`src/rtl/refsel_pkg.sv`:
```
package refsel_pkg;
  typedef enum logic [1:0] {
    POL_LOCKED  = 2'd0,
    POL_NONREV  = 2'd1,
    POL_REVERT  = 2'd2,
    POL_REVERT2 = 2'd3
  } pol_e;

  localparam int unsigned NREF  = 2;
  localparam int unsigned IDX_W = 1;
endpackage

```
`src/rtl/refsel_qualify.sv`:
```
module refsel_qualify #(
  parameter int unsigned CNT_W = 16
) (
  input  logic             clk,
  input  logic             rst,
  input  logic             alarm,
  input  logic             off_freq,
  input  logic [CNT_W-1:0] qual_time,
  output logic             valid_o
);
  logic [CNT_W-1:0] age_q;
  logic             valid_q;
  logic             ok;

  assign ok = !alarm && !off_freq;

  always_ff @(posedge clk) begin
    if (rst || !ok) begin
      age_q   <= '0;
      valid_q <= 1'b0;
    end else begin
      if (age_q < qual_time) age_q <= age_q + 1'b1;
      valid_q <= (age_q >= qual_time);
    end
  end

  assign valid_o = valid_q;

  p_bad_clears_r2: assert property (@(posedge clk) disable iff (rst)
    alarm |=> (!valid_q && age_q == '0));
  p_offfreq_clears_r3: assert property (@(posedge clk) disable iff (rst)
    off_freq |=> !valid_q);
  p_rise_needs_health_r2: assert property (@(posedge clk) disable iff (rst)
    $rose(valid_q) |-> $past(ok));
endmodule

```
`src/rtl/refsel_pick.sv`:
```
module refsel_pick
  import refsel_pkg::*;
(
  input  logic                  clk,
  input  logic                  rst,
  input  logic [1:0]            policy,
  input  logic [NREF-1:0]       valid,
  output logic [IDX_W-1:0]      sel_o,
  output logic                  hold_o,
  output logic                  sw_o
);
  pol_e             pol;
  logic [IDX_W-1:0] sel_q, sel_n;
  logic             hold_q, hold_n, sw_q;

  assign pol = pol_e'(policy);

  always_comb begin
    sel_n  = sel_q;
    hold_n = (valid == '0);
    if (pol == POL_LOCKED) begin
      sel_n = '0;
    end else if (valid != '0) begin
      if (hold_q || pol == POL_REVERT || pol == POL_REVERT2)
        sel_n = valid[0] ? 1'b0 : 1'b1;
      else if (!valid[sel_q])
        sel_n = ~sel_q;
    end
  end

  always_ff @(posedge clk) begin
    if (rst) begin
      sel_q  <= '0;
      hold_q <= 1'b1;
      sw_q   <= 1'b0;
    end else begin
      sel_q  <= sel_n;
      hold_q <= hold_n;
      sw_q   <= (sel_n != sel_q);
    end
  end

  assign sel_o  = sel_q;
  assign hold_o = hold_q;
  assign sw_o   = sw_q;

  p_hold_on_r4: assert property (@(posedge clk) disable iff (rst)
    (valid == '0) |=> hold_q);
  p_hold_off_r4: assert property (@(posedge clk) disable iff (rst)
    (valid != '0) |=> !hold_q);
  p_locked_r5: assert property (@(posedge clk) disable iff (rst)
    (policy == 2'd0) |=> (sel_q == '0));
  p_failover_r6: assert property (@(posedge clk) disable iff (rst)
    (policy != 2'd0 && !hold_q && !valid[sel_q] && valid[~sel_q])
    |=> (sel_q != $past(sel_q)));
  p_revert_r7: assert property (@(posedge clk) disable iff (rst)
    (policy[1] && valid[0]) |=> (sel_q == '0));
  p_nonrev_r8: assert property (@(posedge clk) disable iff (rst)
    (policy == 2'd1 && !hold_q && valid[sel_q]) |=> $stable(sel_q));
  p_switch_hi_r10: assert property (@(posedge clk) disable iff (rst)
    !$stable(sel_q) |-> sw_q);
  p_switch_lo_r10: assert property (@(posedge clk) disable iff (rst)
    $stable(sel_q) |-> !sw_q);
endmodule

```
`src/rtl/refsel_top.sv`:
```
module refsel_top
  import refsel_pkg::*;
#(
  parameter int unsigned CNT_W = 16
) (
  input  logic             clk,
  input  logic             rst,
  input  logic [1:0]       policy,
  input  logic [CNT_W-1:0] qual_time,
  input  logic [1:0]       ref_alarm,
  input  logic [1:0]       ref_off_freq,
  output logic [1:0]       ref_valid,
  output logic             sel_ref,
  output logic             holdover,
  output logic             sel_switch
);
  logic [NREF-1:0] vld;

  for (genvar g = 0; g < NREF; g++) begin : g_qual
    refsel_qualify #(.CNT_W(CNT_W)) u_q (
      .clk       (clk),
      .rst       (rst),
      .alarm     (ref_alarm[g]),
      .off_freq  (ref_off_freq[g]),
      .qual_time (qual_time),
      .valid_o   (vld[g])
    );
  end

  refsel_pick u_pick (
    .clk    (clk),
    .rst    (rst),
    .policy (policy),
    .valid  (vld),
    .sel_o  (sel_ref),
    .hold_o (holdover),
    .sw_o   (sel_switch)
  );

  assign ref_valid = vld;
endmodule

```
`config.mk`:
```
export PLATFORM = sky130hd
export DESIGN_NAME = refsel_top
export DESIGN_NICKNAME = d
export VERILOG_FILES = /design/src/rtl/refsel_pkg.sv /design/src/rtl/refsel_qualify.sv /design/src/rtl/refsel_pick.sv /design/src/rtl/refsel_top.sv
export SDC_FILE = /design/constraint.sdc
export NUM_CORES = 1
export LEC_CHECK = 0
export ABC_AREA = 1
export BUFFER_PORTS_ARGS = -buffer_cell sky130_fd_sc_hd__buf_4
export CORE_ASPECT_RATIO = 1.75
export CORE_MARGIN = 8
export CORE_UTILIZATION = 56
export CTS_BUF_LIST = sky130_fd_sc_hd__clkbuf_4
export DETAILED_ROUTE_END_ITERATION = 7
export PLACE_DENSITY = 0.77
export SLEW_MARGIN = 40
export SYNTH_ARGS = -nofsm -noshare
export SYNTH_HDL_FRONTEND = slang
export SYNTH_SLANG_ARGS = --single-unit
```
`constraint.sdc`:
```
create_clock -name clk -period 1.4 [get_ports clk]
set_input_delay 0 -clock clk [delete_from_list [all_inputs] [get_ports clk]]
set_output_delay 0 -clock clk [all_outputs]
set_load 0.01 [all_outputs]
```
## After elaboration in Yosys (flattened, before gate mapping)

Index checks and enable logic that the tools add are counted.

| operators by class | value |
|---|---|
| eq/ne operators | 3 |
| add/sub/neg operators | 2 |
| reduce and logical (&&, ||, !) cells | 15 |
| order comparisons | 5 |
| multiplexer cells | 7 |
| bitwise operators | 1 |

Operators with widths:

| operator | number |
|---|---|
| 16-bit by 1-bit adder with 16-bit output, second input constant | 2 |
| 16-bit >= comparator | 2 |
| 16-bit < comparator | 2 |
| 1-bit two-way mux | 7 |
| 1-bit logical NOT | 6 |
| 2-bit == test, second input constant | 2 |
| 2-bit logical NOT | 2 |
| 1-bit logical OR | 4 |
| 1-bit logical AND | 2 |
| 1-bit by 2-bit < comparator with 1-bit output, second input constant | 1 |
| 2-bit nonzero test | 1 |
| 1-bit inequality test | 1 |
| 1-bit inverter | 1 |

| storage, ports and cells | value |
|---|---|
| logic and storage cells | 40 |
| register bits after elaboration | 37 |
| output and inout port bits | 5 |

## Longest topological paths before layout

Gate-level depths: netlist of the first run.

| depth | value |
|---|---|
| depth in word-level cells | 7 |
| depth in mapped cells | 14 |
| gate-level depth less buffers | 13 |

## By module

Synthesis of the first run repeated with hierarchy kept, for this count alone.

| second synthesis, totals | value |
|---|---|
| cell total of the unflattened synthesis | 461 |
| area, all modules | 2960.3 sq um |

By module, submodules not included:

| module | cells each | sequential area each (sq um) | times used | area each (sq um) |
|---|---|---|---|---|
| refsel_qualify | 221 | 340.3 | 2 | 1413.9 |
| refsel_pick | 19 | 60.1 | 1 | 132.6 |

## Worst setup path before layout of the first run

No wires, ideal clock.

| timing path | value |
|---|---|
| kind | register to register |
| start point | register g_qual[0].u_q.age_q[15] |
| end point | register g_qual[0].u_q.age_q[5] |
| data arrival time | 1381 ps |
| buffers on the path | 1 |
| clock period less this slack | 1496 ps |
| slack | -96 ps |
| stages on the path, launching flop included | 10 |
| path through | dfxtp_1 ha_1 a21o_1 nor2_4 nand2_4 buf_12 nor2_2 nand3_1 nand2_1 nor2_1 |

| on the way | value |
|---|---|
| word-level cells in the longest chain between the ends | 1 |

Ends and longest elaborated chain:

| element | RTL line | RTL |
|---|---|---|
| start, declared | refsel_qualify.sv:11 | `logic [CNT_W-1:0] age_q;` |
| start signal, assigned | refsel_qualify.sv:22 | `if (age_q < qual_time) age_q <= age_q + 1'b1;` |
| 16-bit < comparator | refsel_qualify.sv:22 |  |

Every way passes these cells.
A chain may end at the register's enable or synchronous reset.

## Worst setup path in the final report of the first run

| timing path | value |
|---|---|
| start point | register g_qual[0].u_q.age_q[11] |
| end point | register g_qual[0].u_q.age_q[14] |

| on the way | value |
|---|---|
| word-level cells in the longest chain between the ends | 1 |
| elaborated cells on any way between the ends | 2 |
| classes of those cells | add/sub: 1; order compare: 1 |

Ends and longest elaborated chain:

| element | RTL line |
|---|---|
| 16-bit by 1-bit adder with 16-bit output / 16-bit < comparator (equally long branches) | refsel_qualify.sv:22 |

Several ways; a longest one is shown, not always the timed one.

==> metrics.md, run 1 <==
| Metric | Value |
|---|---|
| Status | complete, but fails checks |
| Failing checks | setup timing |
| Minimum hold slack | between 15 and 20 ps |
| CP Launch Type | flop |
| Synthesis-to-finish area growth | 55.7% |
| CP max stage delay | approximately 350 ps |
| Final setup viols | 34 |
| FFs w/ async S/R, synth | 0 |
| CP endpoint kind | flop |
| Final WL | approximately 9000 µm |
| Synthesized area | around 0.0029 mm² |
| Worst path bufs/invs | 2 |
| MaxCap Viol Count | 0 |
| CP cell instances | ha_4 > nand2_2 > inv_2 > nand3_2 > nor3_4 > nand2_4 > clkbuf_16 > a21oi_2 > nor2_1 |
| RSZ-0062 raised after global routing | true |
| Slew margin rel. | 0.808 |
| Pre-CTS setup slack | -194 ps |
| Switching share of power | 0.279 |
| Die width | 70.8 µm |
| Initial core utilization | 0.569 |
| Register area share after synthesis | 0.252 |
| H-Tree Depth | 2 |
| Comb pwr share | 0.153 |
| Ports | 29 |
| Core Area | between 0.005 and 0.006 mm² |
| FF-to-FF setup slack | -250 ps |
| Synth top area share | 0.252 |
| Most common library cells after synthesis | 99 x nand2_1, 62 x nor2_1, 51 x inv_1 |
| Worst EP required | approximately 1700 ps |
| Register share of total power | 0.552 |
| Mapped Cells | about 440 |
| # port buffers | 28 |
| Internal power | between 1 and 1.5 mW |
| Synth area leader | dfxtp_1 |
| Worst-Skew Late Latency | between 300 and 400 ps |
| Iter 0 DRT Violations | roughly 180 |
| CTS Buf Count | 5 |
| Crit path time final | 1650 ps |
| Final setup skew | 5.17 ps |
| P_leak | between 1.5 and 2 nW |
| FF+latch count, synth | 37 |
| Post-synth EDFFs | 0 |
| Largest cells by area after synthesis | dfxtp_1 25%, ha_1 14%, nand2_1 13% |
| Placed instance area | 0.00406 mm² |
| Initial antenna violation count | 0 |
| Mean Syn Cell Area | 6.69 µm² |
| Fin. max-slew vios | 0 |
| Post-DP HPWL | ~5900 µm |
| Final WS setup | -255 ps |
| YS warnings | 0 |
| Clk pwr share | 0.295 |
| Delay-heaviest family, CP | simple AND/OR/NAND/NOR gates |
| Die Height | 112 µm |
| Remaining global-route overflow | 0 |
| Slowest stage cell, crit path | dfxtp_2 |
| RD Place Congestion | roughly 0.85 |
| N_diodes | 0 |
| Vias post-DR | 3252 |
| Remaining antenna violation count | 0 |
| Psw | roughly 530 µW |
| Maximum VDD drop | 522 µV |
| Hold crit path type | in -> reg |
| Synth cell types | 27 |
| Clock Sinks | 37 |
| GRT Total Usage | 0.199 |
| Die area | 0.00791 mm² |
| Fin crit share | 1.18 |
| Top_reg_cell synth | dfxtp_1 |
| First-pass GRT wire length | about 13000 µm |
| Critical path class | reg -> reg |
| Fraction of layout cells with a size suffix above 1 | 0.491 |
| Fin Setup TNS | -7080 ps |
| Pre-antenna DRT Iters | 5 |
| Final Hold Fails | 0 |
| Rows | 35 |
| Routed len/inst | about 15 µm |
| Clock buffer depth | 2 |
| TritonCTS clock tree | yes |
| Critical path fanouts, max | 7 |
| Clock-pin slew on the worst setup and hold paths | approximately 120 ps |
| Fin nets | 597 |
| Maximum clock frequency | a little over 600 MHz |
| Most common cell in the synthesized netlist | nand2_1 |
| Cell chosen for the clock root | clkbuf_4 |
| Tot Pwr | between 1.5 and 2 mW |
| Synthesized Nets | a little under 500 |
| Largest net degree at the start of global routing | 19 |
| Vias in the first global route | roughly 3100 |
| Final Cell Area | 0.00457 mm² |
| DRC | 0 |
| Power per cell area | between 400 and 500 mW/mm² |
| Measured slew at the worst slew-check pin | between 200 and 300 ps |
| WP data arrival | around 1900 ps |
| Routed vias/inst | roughly 5.5 |
## final timing paths
check	from	end	cells after the start
max	g_qual[0].u_q.age_q[11]	g_qual[0].u_q.age_q[14]	9
min	policy[0]	u_pick.sw_o	5
max reg2reg	g_qual[0].u_q.age_q[11]	g_qual[0].u_q.age_q[14]	9
min reg2reg	u_pick.sel_o	u_pick.sw_o	2
## routing by layer
metal	part of all wire	track usage
met5	0	0
met4	0.034	0.0671
met1	0.36	0.185
met3	0.031	0.0297
met2	0.57	0.408
## sequential cells by signal (all words and copies together), names as in the netlist
signal / count
g_qual.u_q.valid_o: 2
u_pick.sw_o: 1
u_pick.hold_o: 1
u_pick.sel_o: 1
g_qual.u_q.age_q: 32
## through the flow
| step | instances | util |
|---|---|---|
| floorplan | 439 | - |
| global placement | 568 | 0.785 |
| detailed placement | 568 | 0.785 |
| CTS | 583 | 0.825 |
| global route | 595 | 0.885 |
| finish | 595 | 0.885 |
## timing repair
action	in CTS	in global routing
gates cloned	1	4
hold buffers	2	0
hold endpoints to repair	3	0
pin swaps	5	18
gates resized for setup	20	38
endpoints found under the setup margin	34	34
buffers inserted	4	8
## power by group through the flow
| stage | logic, mW | clock network [mW] | registers [mW] |
|---|---|---|---|
| finish | 0.291 | 0.559 | 1.05 |
| global route | 0.319 | 0.619 | 1.05 |
| global placement | 0.234 | 0 | 1.08 |
| floorplan | 0.147 | 0 | 1.08 |
| detailed placement | 0.244 | 0 | 1.08 |
| CTS | 0.263 | 0.575 | 1.05 |
## placed cells by master, fill, tap and decap left out, types with 6 or more instances in the layout
| cell type | synthesis | routed |
|---|---|---|
| a21oi_2 | 2 | 34 |
| buf_4 | 4 | 90 |
| dfxtp_1 | 37 | 11 |
| dfxtp_2 | 0 | 21 |
| ha_1 | 34 | 11 |
| ha_4 | 0 | 23 |
| inv_1 | 51 | 50 |
| nand2_1 | 99 | 86 |
| nand2_2 | 6 | 15 |
| nand3_1 | 42 | 37 |
| nand3_2 | 2 | 6 |
| nand4_1 | 8 | 8 |
| nor2_1 | 62 | 56 |
| nor2_2 | 24 | 9 |
| nor2_4 | 4 | 25 |
## logic make-up after synthesis
| logic type | synth area share |
|---|---|
| buffers and inverters | 0.106 |
| DFF | 0.252 |
| AOI/OAI and AO/OA | 0.0894 |
| and+or+nand+nor | 0.408 |
| adders and majority gates | 0.145 |
## area by class of cell
type | instances | area [µm²]
fill | 266 | 593
multi-input combinational | 336 | 2540
timing repair buffer | 105 | 927
inverter | 54 | 203
tap | 55 | 68.8
sequential | 37 | 786
clock inverter | 3 | 12.5
clock buffer | 5 | 37.5
## worst min-delay path, stage by stage
cell,delay (ps)
buf_4,70
or2_2,100
nand3_1,70
nand2_1,60
a21oi_1,30
Note: power is estimated with default switching activity, not from simulation.
==> inputs of run 2 (changes only) <==
--- a/config.mk
+++ b/config.mk
@@ -9,10 +9,10 @@
 export BUFFER_PORTS_ARGS = -buffer_cell sky130_fd_sc_hd__buf_4
 export CORE_ASPECT_RATIO = 1.75
 export CORE_MARGIN = 8
-export CORE_UTILIZATION = 56
+export CORE_UTILIZATION = 45
 export CTS_BUF_LIST = sky130_fd_sc_hd__clkbuf_4
 export DETAILED_ROUTE_END_ITERATION = 7
-export PLACE_DENSITY = 0.77
+export PLACE_DENSITY = 0.64
 export SLEW_MARGIN = 40
 export SYNTH_ARGS = -nofsm -noshare
 export SYNTH_HDL_FRONTEND = slang
==> metrics.md, run 2 (same netlist as run 1, synthesis figures left out) <==
| Metric | Value |
|---|---|
| Vias post-DR | 3121 (-4.0%) |
| P_leak | 2.00 nW (+0.66%) |
| Initial antenna violation count | 0 (unchanged) |
| # port buffers | 28 (unchanged) |
| Cells on Worst Hold Path | 5 (unchanged) |
| CP max stage delay | 360 ps (about the same) |
| Worst hold endpoint | u_pick.sw_o |
| Tot Pwr | 1.95 mW (+2.8%) |
| Pre-antenna DRT Iters | 4 (-1) |
| Fraction of layout cells with a size suffix above 1 | 0.555 (+0.0644) |
| Measured slew at the worst slew-check pin | 286 ps (+0.219 ps) |
| CP endpoint kind | flop |
| Fin. max-slew vios | 0 (unchanged) |
| Minimum hold slack | 27.5 ps (+11.2 ps) |
| Final Cell Area | 0.00479 mm² (+4.7%) |
| Clock Sinks | 37 (unchanged) |
| TritonCTS clock tree | yes |
| Synthesis-to-finish area growth | 63.0% |
| Rows | 39 (+11%) |
| Worst EP required | 1680 ps (+30 ps) |
| Fin crit share | 1.20 (+0.0146) |
| Die area | 0.00947 mm² (+20%) |
| Hold crit path type | in -> reg |
| Fin nets | 592 (-0.84%) |
| Placed instance area | 0.00404 mm² (-0.46%) |
| DRC | 0 (unchanged) |
| GRT Total Usage | 0.180 (-0.0187) |
| Crit Reg-Reg Endpoint | g_qual[0].u_q.age_q[7] |
| Delay-heaviest family, CP | simple AND/OR/NAND/NOR gates |
| Routed vias/inst | 5.06 (-7.5%) |
| Die Height | 123 µm (+9.9%) |
| RD Place Congestion | 0.852 (about the same) |
| Ports | 29 (unchanged) |
| Failing checks | setup timing |
| MaxCap Viol Count | 0 (unchanged) |
| FF-to-FF Start | g_qual[0].u_q.age_q[15] |
| Post-DP HPWL | 6030 µm (+2.5%) |
| Power per cell area | 407 mW/mm² (-1.9%) |
| Slew margin rel. | 0.808 (about the same) |
| Initial core utilization | 0.456 (-0.112) |
| Worst Hold Launch | policy[1] |
| Worst-Skew Late Latency | 370 ps (+20 ps) |
| First-pass GRT wire length | 14000 µm (+7.6%) |
| Top reg by flops | g_qual.u_q.age_q |
| Final setup viols | 34 (unchanged) |
| Iter 0 DRT Violations | 156 (-15%) |
| Routed len/inst | 14.2 µm (-7.5%) |
| R2R cell count | 9 (unchanged) |
| Critical path class | reg -> reg |
| CP cell instances | ha_4 > a21o_1 > nor2_4 > nand2_8 > buf_6 > nor2_4 > nand3_2 > nand2_2 > nor2_1 |
| Critical path fanouts, max | 7 (unchanged) |
| Most frequent cells in the layout | 79 x nand2_1, 78 x buf_4, 52 x nor2_1 |
| Final Hold Fails | 0 (unchanged) |
| Largest net degree at the start of global routing | 18 (-1) |
| Final WL | 8750 µm (-4.0%) |
| Core Area | 0.00644 mm² (+25%) |
| H-Tree Depth | 2 (unchanged) |
| Die width | 77.1 µm (+8.9%) |
| Worst path bufs/invs | 1 (-1) |
| FF-to-FF setup slack | -280 ps (-20 ps) |
| CP Launch Type | flop |
| Slowest stage cell, crit path | dfxtp_2 |
| Final WS setup | -275 ps (-20.4 ps) |
| N_diodes | 0 (unchanged) |
| Final setup skew | 10.0 ps (+4.85 ps) |
| RSZ-0062 raised after global routing | true |
| Clock buffer depth | 2 (unchanged) |
| Status | complete, but fails checks |
| WP data arrival | 1950 ps (+50 ps) |
| Max reg flops | 32 (unchanged) |
| Maximum clock frequency | 597 MHz (-1.2%) |
| CTS Buf Count | 5 (unchanged) |
| Clock-pin slew on the worst setup and hold paths | 130 ps (about the same) |
| Worst path most repeated cell | nor2_4 |
| Remaining antenna violation count | 0 (unchanged) |
| Vias in the first global route | 3208 (+3.9%) |
| Cell chosen for the clock root | clkbuf_4 |
| Crit path launch | g_qual[0].u_q.age_q[15] |
| Crit path time final | 1680 ps (+20.4 ps) |
| Commonest non-fill, non-tap cell in the layout | nand2_1 |
| Maximum VDD drop | 398 µV (-24%) |
| Remaining global-route overflow | 0 (unchanged) |
run 2: cell types whose count changed in the layout (fill, tap and decap cells not counted), sizes merged:
cell / change
nand2: +1
clkinvlp: +1
dlygate4sd3: +1
clkinv: -1
buf: -7
run 2: routing by layer:
| metal | share of wire | GRT usage | vias up |
|---|---|---|---|
| met2 | 0.58 | 0.349 | 45 |
| li1 | - | - | 1599 |
| met3 | 0.021 | 0.0271 | 20 |
| met5 | 0 | 0 | - |
| met4 | 0.029 | 0.0855 | 0 |
| met1 | 0.38 | 0.182 | 1457 |
run 2: worst register-to-register path: cells and delay by family (launching register included):
| family | cells | cell delay (ps) |
|---|---|---|
| simple gates | 6 | 640 |
| flops | 1 | 360 |
| fa+ha+maj | 1 | 250 |
| compound gates | 1 | 190 |
| buf+inv | 1 | 160 |
run 2: metrics by stage:
step	instances	utilization	setup TNS [ps]	worst slack, ps
after floorplan	439	-	-786	-39.6
after global placement	593	0.627	-4940	-202
after detailed placement	593	0.627	-5860	-248
after CTS	612	0.684	-4960	-205
after global routing	617	0.744	-8720	-322
final	617	0.744	-6100	-275
run 2: where the power goes:
part | switching, mW | internal, mW
Combinational | 0.146 | 0.140
Sequential | 0.00340 | 1.05
Clock | 0.424 | 0.192
Total | 0.573 | 1.38
run 2: layout make-up:
cell class | count | area (µm²)
clock buffers | 5 | 37.5
clock inverters | 3 | 16.3
fillers | 493 | 1650
inverters | 54 | 206
multi-input cells | 337 | 2710
flip-flops and latches | 37 | 790
well taps | 82 | 103
repair buffers | 99 | 928
run 2: worst max-delay path by stage:
stage,to,slack (ps),depth (start not counted)
finish,g_qual[0].u_q.age_q[7],-280,9
global route,g_qual[0].u_q.age_q[7],-320,9
CTS,g_qual[0].u_q.age_q[12],-200,9
detailed placement,g_qual[0].u_q.age_q[7],-250,9
global placement,g_qual[0].u_q.age_q[7],-200,9
floorplan,g_qual[0].u_q.age_q[10],-40,9
run 2: repair_timing:
item,4_1_cts,5_1_grt
cloned,2,3
hold buffers,4,0
pin swaps,5,26
endpoints found under the setup margin,34,35
gates resized for setup,43,67
endpoints found under the hold margin,3,0
setup buffers,5,3
==> inputs of run 3 (changes only) <==
==> constraint.sdc (replaced) <==
create_clock -name clk -period 1.45 [get_ports clk]
set_input_delay 0 -clock clk [delete_from_list [all_inputs] [get_ports clk]]
set_output_delay 0 -clock clk [all_outputs]
set_load 0.01 [all_outputs]
==> metrics.md, run 3 (same netlist as run 1, synthesis figures left out) <==
| Metric | Value |
|---|---|
| Status | complete, but fails checks |
| Failing checks | setup timing |
| DRC | 0 (unchanged) |
| Final WL | 8430 µm (-3.8%) |
| Initial core utilization | 0.456 (unchanged) |
| Final Hold Fails | 0 (unchanged) |
| Remaining antenna violation count | 0 (unchanged) |
| Critical path class | reg -> reg |
| Routed len/inst | 13.9 µm (-2.3%) |
| TritonCTS clock tree | yes |
| Fillers | 577 (+17%) |
| Core Area | 0.00644 mm² (unchanged) |
| Commonest non-fill, non-tap cell in the layout | nand2_1 |
| Pre-CTS setup slack | -197 ps (+50.4 ps) |
| Fin crit share | 1.14 (-0.0601) |
| Clock-pin slew on the worst setup and hold paths | 130 ps (about the same) |
| Max reg flops | 32 (unchanged) |
| Rows | 39 (unchanged) |
| Critical path fanouts, max | 8 (+1) |
| Die Height | 123 µm (unchanged) |
| Initial antenna violation count | 0 (unchanged) |
| N_diodes | 0 (unchanged) |
| CTS Buf Count | 5 (unchanged) |
| Multi-input logic area | 0.00238 mm² (-12%) |
| Ports | 29 (unchanged) |
| Remaining global-route overflow | 0 (unchanged) |
| Vias in the first global route | 2947 (-8.1%) |
| Fraction of layout cells with a size suffix above 1 | 0.430 (-0.125) |
| CP Launch Type | flop |
| FF+latch area | 763 µm² (-3.3%) |
| Placed instance area | 0.00359 mm² (-11%) |
| Core Util, Final | 0.670 (-0.0738) |
| RSZ-0062 raised after global routing | true |
| Pre-antenna DRT Iters | 6 (+2) |
| GRT Total Usage | 0.168 (-0.0119) |
| First-pass GRT wire length | 12900 µm (-8.2%) |
| Most frequent cells in the layout | 90 x nand2_1, 75 x buf_4, 50 x inv_1, 50 x nor2_1, 38 x nand3_1 |
| Iter 0 DRT Violations | 209 (+34%) |
| RD Place Congestion | 0.811 (-4.8%) |
| Synthesis-to-finish area growth | 46.8% |
| Worst EP required | 1720 ps (+40 ps) |
| Slowest stage cell, crit path | dfxtp_2 |
| Die area | 0.00947 mm² (unchanged) |
| CP max stage delay | 370 ps (about the same) |
| Largest net degree at the start of global routing | 34 (+16) |
| MaxCap Viol Count | 0 (unchanged) |
| Fin. max-slew vios | 0 (unchanged) |
| Clock Sinks | 37 (unchanged) |
| Final Cell Area | 0.00431 mm² (-9.9%) |
| Final setup skew | 23.8 ps (+13.7 ps) |
| Routed vias/inst | 5.11 (+0.93%) |
| Hold crit path type | in -> reg |
| Top reg by flops | g_qual.u_q.age_q |
| Maximum VDD drop | 414 µV (+3.8%) |
| CP cell instances | ha_4 > a21o_1 > nor2_4 > nand2_8 > nor2_2 > nand3_1 > nand2_1 > nor2_1 |
| Measured slew at the worst slew-check pin | 274 ps (-12.8 ps) |
| Maximum clock frequency | 607 MHz (+1.7%) |
| Fin Setup TNS | -4370 ps (+1730 ps) |
| Slew margin rel. | 0.816 (+0.00766) |
| Final setup viols | 34 (unchanged) |
| Post-DP HPWL | 5750 µm (-4.7%) |
| Tot Pwr | 2.04 mW (+4.6%) |
| Crit path time final | 1650 ps (-27.4 ps) |
| CP endpoint kind | flop |
| WP data arrival | 1920 ps (-30 ps) |
| # port buffers | 28 (unchanged) |
| Die width | 77.1 µm (unchanged) |
| Fin nets | 583 (-1.5%) |
| Vias post-DR | 3104 (-0.54%) |
| P_leak | 1.91 nW (-4.6%) |
| Clock buffer depth | 2 (unchanged) |
| Worst-Skew Late Latency | 370 ps (about the same) |
| H-Tree Depth | 2 (unchanged) |
| Final WS setup | -198 ps (+77.4 ps) |
| Power per cell area | 473 mW/mm² (+16%) |
| Cell chosen for the clock root | clkbuf_4 |
## run 3: changes by cell type in the layout (fill, tap and decap cells not counted), sizes merged
cell / delta
buf: -10
bufinv: +1
clkbuf: +1
clkinv: -1
clkinvlp: -1
nand2: +1
## run 3: worst max-delay path, delay by kind of cell, from the launching register on
kind                     cells  cell delay [ps]
adder cells (fa/ha/maj)      1              250
flip-flops                   1              370
AND/OR/NAND/NOR              6              750
AO/OA/AOI/OAI                1              180
## run 3: per-layer routing
| metal | routed length (µm) | GRT usage | vias to the layer above |
|---|---|---|---|
| met1 | 3110 | 0.161 | 1444 |
| met2 | 4820 | 0.325 | 52 |
| li1 | - | - | 1587 |
| met5 | 0 | 0 | - |
| met3 | 182 | 0.0308 | 21 |
| met4 | 315 | 0.0986 | 0 |
## run 3: what timing repair did
action                     4_1_cts  5_1_grt
hold endpoints to repair         3        0
cloned                           2        4
setup endpoints to repair       34       34
setup buffers                    5        3
pin swaps                       10       10
gates resized for setup         35       63
hold buffers                     3        0
## run 3: cell type report
type,count,share of cell area
clock buffers,6,0.0104
clock inverters,2,0.00783
inverters,54,0.0481
multi-input cells,338,0.551
flip-flops and latches,37,0.177
well taps,82,0.0238
repair buffers,89,0.182
## run 3: final timing paths
| check | from | end | slack [ps] | cells past startpoint |
|---|---|---|---|---|
| setup reg to reg | g_qual[0].u_q.age_q[15] | g_qual[0].u_q.age_q[5] | -200 | 8 |
| setup / recovery | g_qual[0].u_q.age_q[15] | g_qual[0].u_q.age_q[5] | -200 | 8 |
| hold / removal | ref_alarm[1] | g_qual[1].u_q.age_q[14] | 50 | 5 |
| hold reg to reg | u_pick.sel_o | u_pick.sw_o | 510 | 2 |
## run 3: power by group
group / total, mW / internal (mW) / switching [mW] / leakage, nW
logic: 0.244 / 0.120 / 0.124 / 1.56
registers: 1.02 / 1.02 / 0.00271 / 0.307
clock network: 0.774 / 0.378 / 0.397 / 0.0433
## run 3: stage by stage
step                cells  hold slack, ps
floorplan             439            72.4
detailed placement    583             254
global route          608            49.6
global placement      583             251
CTS                   601            39.6
finish                608            50.2
